==> src/rtl/fsc_pkg.sv <==
package fsc_pkg;
  localparam int AIDX_W     = 3;
  localparam int AIDX_SHIFT = 5;
  localparam int IFETCH_BIT = 1;
  localparam int LVL_LSB    = 8;
  localparam int LVL_W      = 2;
  localparam int TYPE_LSB   = 2;
  localparam int TYPE_W     = 3;
  localparam int CODE_W     = LVL_LSB + LVL_W;
  localparam logic [CODE_W-1:0] CODE_MASK =
      CODE_W'(((1 << LVL_W) - 1) << LVL_LSB) | CODE_W'(((1 << TYPE_W) - 1) << TYPE_LSB);
  localparam int VALID_BIT  = 1;
  localparam int OVF_BIT    = 0;

  typedef enum logic {SEL_STATUS = 1'b0, SEL_ADDR = 1'b1} rd_sel_e;
  typedef enum logic {TRAP_DATA = 1'b0, TRAP_INST = 1'b1} trap_kind_e;
endpackage

==> src/rtl/fsc_status_reg.sv <==
module fsc_status_reg
  import fsc_pkg::*;
#(
  parameter int DATA_W = 32
) (
  input  logic              clk,
  input  logic              rst,
  input  logic              fault_i,
  input  logic [AIDX_W-1:0] aidx_i,
  input  logic [CODE_W-1:0] code_i,
  input  logic              clr_i,
  output logic [DATA_W-1:0] stat_o
);
  localparam logic [DATA_W-1:0] VALID_MASK = DATA_W'(1) << VALID_BIT;
  localparam logic [DATA_W-1:0] OVF_MASK   = DATA_W'(1) << OVF_BIT;

  logic [DATA_W-1:0] stat_q;
  logic [DATA_W-1:0] fields;
  logic [DATA_W-1:0] base;

  always_comb begin
    fields = (DATA_W'(aidx_i) << AIDX_SHIFT) | DATA_W'(code_i & CODE_MASK) | VALID_MASK;
    // an unread word collapses to the overflow marker; a read this cycle empties it first
    base   = (stat_q != '0 && !clr_i) ? OVF_MASK : '0;
  end

  always_ff @(posedge clk) begin
    if (rst)          stat_q <= '0;
    else if (fault_i) stat_q <= base | fields;
    else if (clr_i)   stat_q <= '0;
  end

  assign stat_o = stat_q;

  // unread fault plus new fault gives overflow
  a_r3_overflow_set: assert property (@(posedge clk) disable iff (rst)
    (fault_i && stat_q != '0 && !clr_i) |=> stat_q[OVF_BIT]);
  // every capture marks the address valid
  a_r2_valid_flag: assert property (@(posedge clk) disable iff (rst)
    fault_i |=> stat_q[VALID_BIT]);
  // a read without a fault empties the word
  a_r5_read_clears: assert property (@(posedge clk) disable iff (rst)
    (clr_i && !fault_i) |=> stat_q == '0);
  // collision never flags overflow
  a_r6_no_overflow: assert property (@(posedge clk) disable iff (rst)
    (clr_i && fault_i) |=> !stat_q[OVF_BIT]);
endmodule

==> src/rtl/fsc_addr_reg.sv <==
module fsc_addr_reg #(
  parameter int DATA_W = 32
) (
  input  logic              clk,
  input  logic              rst,
  input  logic              load_i,
  input  logic [DATA_W-1:0] addr_i,
  output logic [DATA_W-1:0] addr_o
);
  logic [DATA_W-1:0] addr_q;

  always_ff @(posedge clk) begin
    if (rst)         addr_q <= '0;
    else if (load_i) addr_q <= addr_i;
  end

  assign addr_o = addr_q;

  // address follows each strobe
  a_r4_addr_load: assert property (@(posedge clk) disable iff (rst)
    load_i |=> addr_q == $past(addr_i));
  // no strobe, no change
  a_r9_addr_hold: assert property (@(posedge clk) disable iff (rst)
    !load_i |=> $stable(addr_q));
endmodule

==> src/rtl/fsc_trap_sel.sv <==
module fsc_trap_sel
  import fsc_pkg::*;
(
  input  logic clk,
  input  logic rst,
  input  logic fault_i,
  input  logic ifetch_i,
  input  logic nofault_i,
  input  logic enable_i,
  output logic req_o,
  output logic inst_o
);
  logic       req_q;
  trap_kind_e kind_q;

  always_ff @(posedge clk) begin
    if (rst) begin
      req_q  <= 1'b0;
      kind_q <= TRAP_DATA;
    end else begin
      req_q <= fault_i && enable_i && !nofault_i;
      if (fault_i) kind_q <= ifetch_i ? TRAP_INST : TRAP_DATA;
    end
  end

  assign req_o  = req_q;
  assign inst_o = kind_q;

  // gated faults stay quiet
  a_r7_suppress: assert property (@(posedge clk) disable iff (rst)
    (fault_i && (nofault_i || !enable_i)) |=> !req_o);
  // qualifying fault gives the right kind of trap
  a_r8_trap_kind: assert property (@(posedge clk) disable iff (rst)
    (fault_i && enable_i && !nofault_i) |=> (req_o && inst_o == $past(ifetch_i)));
  // no strobe, no request
  a_r10_pulse: assert property (@(posedge clk) disable iff (rst)
    !fault_i |=> !req_o);
endmodule

==> src/rtl/fsc_capture.sv <==
module fsc_capture
  import fsc_pkg::*;
#(
  parameter int DATA_W = 32
) (
  input  logic                 clk,
  input  logic                 rst,
  input  logic                 flt_stb,
  input  logic [AIDX_W-1:0]    flt_aidx,
  input  logic [CODE_W-1:0]    flt_code,
  input  logic [DATA_W-1:0]    flt_addr,
  input  logic                 nofault_mode,
  input  logic                 trap_en,
  input  logic                 rd_en,
  input  logic                 rd_sel,
  output logic [DATA_W-1:0]    rd_data,
  output logic                 trap_req,
  output logic                 trap_inst
);
  logic [DATA_W-1:0] stat_w;
  logic [DATA_W-1:0] addr_w;
  logic              stat_rd;
  logic [DATA_W-1:0] rd_q;

  assign stat_rd = rd_en && (rd_sel == SEL_STATUS);

  fsc_status_reg #(.DATA_W(DATA_W)) u_stat (
    .clk(clk), .rst(rst), .fault_i(flt_stb), .aidx_i(flt_aidx),
    .code_i(flt_code), .clr_i(stat_rd), .stat_o(stat_w));

  fsc_addr_reg #(.DATA_W(DATA_W)) u_addr (
    .clk(clk), .rst(rst), .load_i(flt_stb), .addr_i(flt_addr), .addr_o(addr_w));

  fsc_trap_sel u_trap (
    .clk(clk), .rst(rst), .fault_i(flt_stb), .ifetch_i(flt_aidx[IFETCH_BIT]),
    .nofault_i(nofault_mode), .enable_i(trap_en),
    .req_o(trap_req), .inst_o(trap_inst));

  always_ff @(posedge clk) begin
    if (rst)        rd_q <= '0;
    else if (rd_en) rd_q <= (rd_sel == SEL_STATUS) ? stat_w : addr_w;
  end

  assign rd_data = rd_q;

  // status read returns the pre-clear value
  a_r5_read_value: assert property (@(posedge clk) disable iff (rst)
    stat_rd |=> rd_data == $past(stat_w));
endmodule

==> config.mk <==
export PLATFORM = sky130hd
export DESIGN_NAME = fsc_capture
export DESIGN_NICKNAME = d
export VERILOG_FILES = /design/src/rtl/fsc_pkg.sv /design/src/rtl/fsc_status_reg.sv /design/src/rtl/fsc_addr_reg.sv /design/src/rtl/fsc_trap_sel.sv /design/src/rtl/fsc_capture.sv
export SDC_FILE = /design/constraint.sdc
export NUM_CORES = 1
export LEC_CHECK = 0
export BUFFER_PORTS_ARGS = -buffer_cell sky130_fd_sc_hd__buf_2
export CAP_MARGIN = 10
export CORE_MARGIN = 2
export CORE_UTILIZATION = 45
export CTS_CLUSTER_SIZE = 8
export DETAILED_ROUTE_END_ITERATION = 8
export PLACE_DENSITY = 0.74
export SLEW_MARGIN = 30
export SYNTH_ARGS = -nofsm -noshare
export SYNTH_HDL_FRONTEND = slang
export SYNTH_SLANG_ARGS = --single-unit
==> constraint.sdc <==
create_clock -name clk -period 1.3 [get_ports clk]
set_input_delay 0.065 -clock clk [delete_from_list [all_inputs] [get_ports clk]]
set_output_delay 0.065 -clock clk [all_outputs]
set_load 0.02 [all_outputs]
=== Yosys cells after proc, flatten, opt, wreduce, memory -nomap -nowiden ===
Index checks and enable logic that the tools add are counted.

* Bits in registers: 98
* Input bits: 52
* Logic and storage cells: 21

* Multiplexer cells: 5
* Bitwise gates (word level): 3
* Reductions and logical operators: 8

{| class="wikitable"
|+ Operators with widths
! operator !! number
|-
| $mux W32 || 3
|-
| $or A32 B32 Y32 || 1
|-
| $reduce_bool A32 Y1 || 1
|-
| $or A8 B10 Y10 || 1
|-
| $logic_and A1 B1 Y1 || 4
|-
| $logic_not A1 Y1 || 2
|-
| $mux W1 || 2
|-
| $reduce_bool A2 Y1 || 1
|-
| $not A1 Y1 || 1
|}

=== Longest topological paths before layout ===
* Depth in word-level cells: 7
* Depth in mapped cells: 5

=== Modules after synthesis ===
Synthesis repeated with hierarchy kept, for this count alone.

* Cells, all modules: 322
* Area total of the unflattened synthesis: 3260.6 µm²

{| class="wikitable"
|+ By module, submodules not included
! module !! times used !! cells an instance !! area an instance (µm²) !! seq. area each (µm²)
|-
| fsc_capture || 1 || 143 || 1442.6 || 640.6
|-
| fsc_addr_reg || 1 || 103 || 1163.6 || 640.6
|-
| fsc_status_reg || 1 || 70 || 591.8 || 200.2
|-
| fsc_trap_sel || 1 || 6 || 62.6 || 40.0
|}

=== Least setup slack after synthesis ===
No wires, ideal clock.

* Path type: reg2reg
* From: reg u_stat.stat_q[3] (netlist: u_stat.stat_o[3])
* To: reg u_stat.stat_q[0] (netlist: u_stat.stat_o[0])
* Library setup time: 0.122 ns
* Arrival: 1.086 ns
* Required time: 1.178 ns
* Slack: 0.092 ns
* Stages on the path, launching flop included: 4
* Clock period less this slack: 1.208 ns
* Cells stage by stage: dfxtp_1 or4_1 nor4_2 nor3_1

* Longest elaborated chain between the ends: 5

{| class="wikitable"
|+ Ends and longest elaborated chain
! what !! RTL line !! text
|-
| start: declaration || fsc_status_reg.sv:17 || <nowiki>logic [DATA_W-1:0] stat_q;</nowiki>
|-
| start signal: assignment || fsc_status_reg.sv:29 || <nowiki>else if (fault_i) stat_q <= base | fields;</nowiki>
|-
| $reduce_bool A32 Y1 || fsc_status_reg.sv:24 || <nowiki>base = (stat_q != '0 && !clr_i) ? OVF_MASK : '0;</nowiki>
|-
| $logic_and A1 B1 Y1 || fsc_status_reg.sv:24 ||
|-
| $mux W1 || fsc_status_reg.sv:24 ||
|-
| $or A32 B32 Y32 || fsc_status_reg.sv:29 ||
|-
| $mux W32 || fsc_status_reg.sv:29 ||
|}

Every way passes these cells.
A chain may end at the register's enable or synchronous reset.

=== Worst setup path after layout ===
* From: reg u_stat.stat_q[0] (netlist: u_stat.stat_o[0])
* To: reg u_stat.stat_q[0] (netlist: u_stat.stat_o[0])

Same word-level chain as after synthesis.

==> results.tsv <==
stage	metric	value	unit
place	post-place-ws	0.0292	ns
finish	num-fill-cells	498	
grt	grt_pass1_vias	2254	
floorplan	core_area	0.00596	mm²
grt	groute.usage.overall	20.1	%
routing	dr.pass1.iters	4	
logic_synthesis	synth_top_flop_cell	dfxtp_1	
timing	fmax	792	MHz
pwr	leakage	1.87	nW
finish	final_layout_size_suffix_gt1_share	27.6	%
clocking	clkTransAtPathRegs	0.07	ns
place	dp_hpwl	4040	µm
routing	antenna_left	0	
finish	layout.nets	446	
timing	worstMarginPinSlew	0.385	ns
timing	worst_hold_slack	0.0229	ns
timing	fin_crit_sh	97.1	%
critical_path	worstSetupStartpointType	flop	
finish	antenna_cells	0	
logic_synthesis	synthCells	270	
floorplan	initial_core_util	46.7	%
critical_path	worst-path-max-fanout	3	
routing	top_layer	met4	
timing	setup_ws	0.0380	ns
routing	drtIter0Drc	48	
pwr	worst_ir_drop_vdd	0.904	mV
flow_run	cap_viol_max_count	0	
critical_path	critPathArrivalTime	1.49	ns
floorplan	die_y	82.6	µm
clocking	cts_buffers	9	
logic_synthesis	syn_nets	322	
finish	syn_to_final_growth	40.0	%
timing	skew	0.00578	ns
floorplan	dieArea	0.00683	mm²
place	place_congestion	0.752	
routing	vias_per_cell	4.86	
pwr	power.density	1250	mW/mm²
finish	stdcell_count	473	
logic_synthesis	synthDistinctLibCells	21	
outcome	status	finished clean	
place	dp_cells	417	
finish	multi_input_area	0.00117	mm²
pwr	post-layout-total-power	0.00486	W
min_path	hold_path.class	in2reg	
place	port_buffers	80	
floorplan	pin_count	86	
routing	drt_wl_total	6430	µm
logic_synthesis	syn-cell-area	0.00278	mm²
routing	wl_met2	3270	µm
routing	wl_met1	2810	µm
clocking	cts_tree	yes	
logic_synthesis	synth_edf_count	0	
routing	wl_per_cell	13.6	µm
logic_synthesis	ys_seq_area_share	54.7	%
logic_synthesis	ys_warn_count	0	
critical_path	cp.required	1.53	ns
logic_synthesis	ys_ff_latch	76	
logic_synthesis	syn_avg_cell_area	10.3	µm²
timing	final_hold_viol_count	0	
logic_synthesis	async_reset_ff_share	0	%
routing	vias	2301	
clocking	insertion_delay	0.34	ns
timing	final-setup-viol-count	0	
critical_path	critPathKind	reg2reg	
clocking	h-tree-depth	3	
timing	slew_headroom	74.3	%
clocking	cts.sinks	76	
timing	slew_violations	0	
timing	finalWorstPathRequiredPeriod	1.26	ns
timing	grt_setup_unrepaired	yes	
grt	antenna_found_initial	0	
grt	overflow	0	
floorplan	die_width	82.6	µm
clocking	root_buffer	clkbuf_8	
clocking	cts_buffer_depth	2	
finish	seq_area	0.00152	mm²
critical_path	cp-end-kind	flop	
floorplan	num_rows	28	
grt	grt_max_degree	32	
routing	post-route-drc-count	0	
grt	grt_pass1_wl	10300	µm
routing	dr_wl_met3	249	µm
[cell families (layout without fill, tap and decap cells)]
kind of cell	count (synthesis)	count (layout)	share of synthesized area, %
and+or+nand+nor	87	87	13.4
DFF	76	76	54.7
muxes	64	64	23.0
buffers and inverters	23	151	3.87
AOI/OAI and AO/OA	20	20	4.99
[through the flow]
| step | TNS, ns | utilization, % | area, µm² |
|---|---|---|---|
| after floorplan | 0 | - | 2780 |
| after CTS | 0 | 64.9 | 3860 |
| after global routing | -0.00501 | 65.4 | 3890 |
| final | 0 | 65.4 | 3890 |
| after detailed placement | 0 | 55.1 | 3280 |
| after global placement | 0 | 55.1 | 3280 |
[placed cells by master (no fill, tap or decap), types with 3 or more instances in the layout]
cell,synthesis,final
clkbuf_1,7,3
buf_4,3,11
mux2i_1,64,64
buf_2,8,80
dlygate4sd3_1,0,40
nor2_1,65,65
nand2b_1,6,6
dfxtp_1,76,74
o32ai_1,3,3
a211oi_1,10,10
clkbuf_8,0,10
inv_1,4,4
a21oi_1,3,3
nand2_1,8,8
o21ai_0,3,3
[path summary, 6_finish.rpt]
kind	from	to	slack (ns)	cells past startpoint
setup reg to reg	u_stat.stat_o[0]	u_stat.stat_o[0]	0.04	3
hold reg to reg	u_stat.stat_o[1]	u_stat.stat_o[1]	0.48	2
hold / removal	flt_code[3]	u_stat.stat_o[3]	0.02	3
setup / recovery	u_stat.stat_o[0]	u_stat.stat_o[0]	0.04	3
[synth_stat cells (3+ instances only)]
cell	number	share of area, %
dfxtp_1	76	55
nand2b_1	6	1.3
buf_4	3	0.81
mux2i_1	64	23
inv_1	4	0.54
o32ai_1	3	0.94
nor2_1	65	8.8
o21ai_0	3	0.54
buf_2	8	1.4
a21oi_1	3	0.54
nand2_1	8	1.1
clkbuf_1	7	0.94
a211oi_1	10	2.7
[sequential cells by signal, indices dropped and copies added, names as in the netlist]
signal	count
u_addr.addr_o	32
u_trap.req_o	1
rd_data	32
u_stat.stat_o	10
u_trap.inst_o	1
[critical path: stages, from the launching register on]
cell,delay (ns)
dfxtp_2,0.33
or4_4,0.52
nor4_4,0.23
nor3_2,0.07
[layout make-up]
class | instances | area share (%)
Clock inverter | 2 | 0.899
Sequential cell | 76 | 39.1
Clock buffer | 13 | 3.82
Timing Repair Buffer | 132 | 23.2
Tap cell | 75 | 2.41
Inverter | 4 | 0.385
Multi-Input combinational cell | 171 | 30.2
[report_power, final]
group          total (W)  internal (W)  switching (W)
clock            0.00171      0.000929       0.000783
sequential       0.00251       0.00245      0.0000656
combinational   0.000633      0.000328       0.000305
[per-layer routing]
layer	vias up	GRT usage [%]
li1	1159	-
met1	1077	22.7
met2	59	35.6
met3	6	6.30
met4	0	7.21
met5	-	0
[repair_timing]
action                                 in CTS  in global routing
setup endpoints to repair                   0                  1
buffers inserted                            0                  1
endpoints found under the hold margin      39                  0
hold buffers                               40                  0
resized for setup                           0                  6
Note: power is estimated with default switching activity, not from simulation.
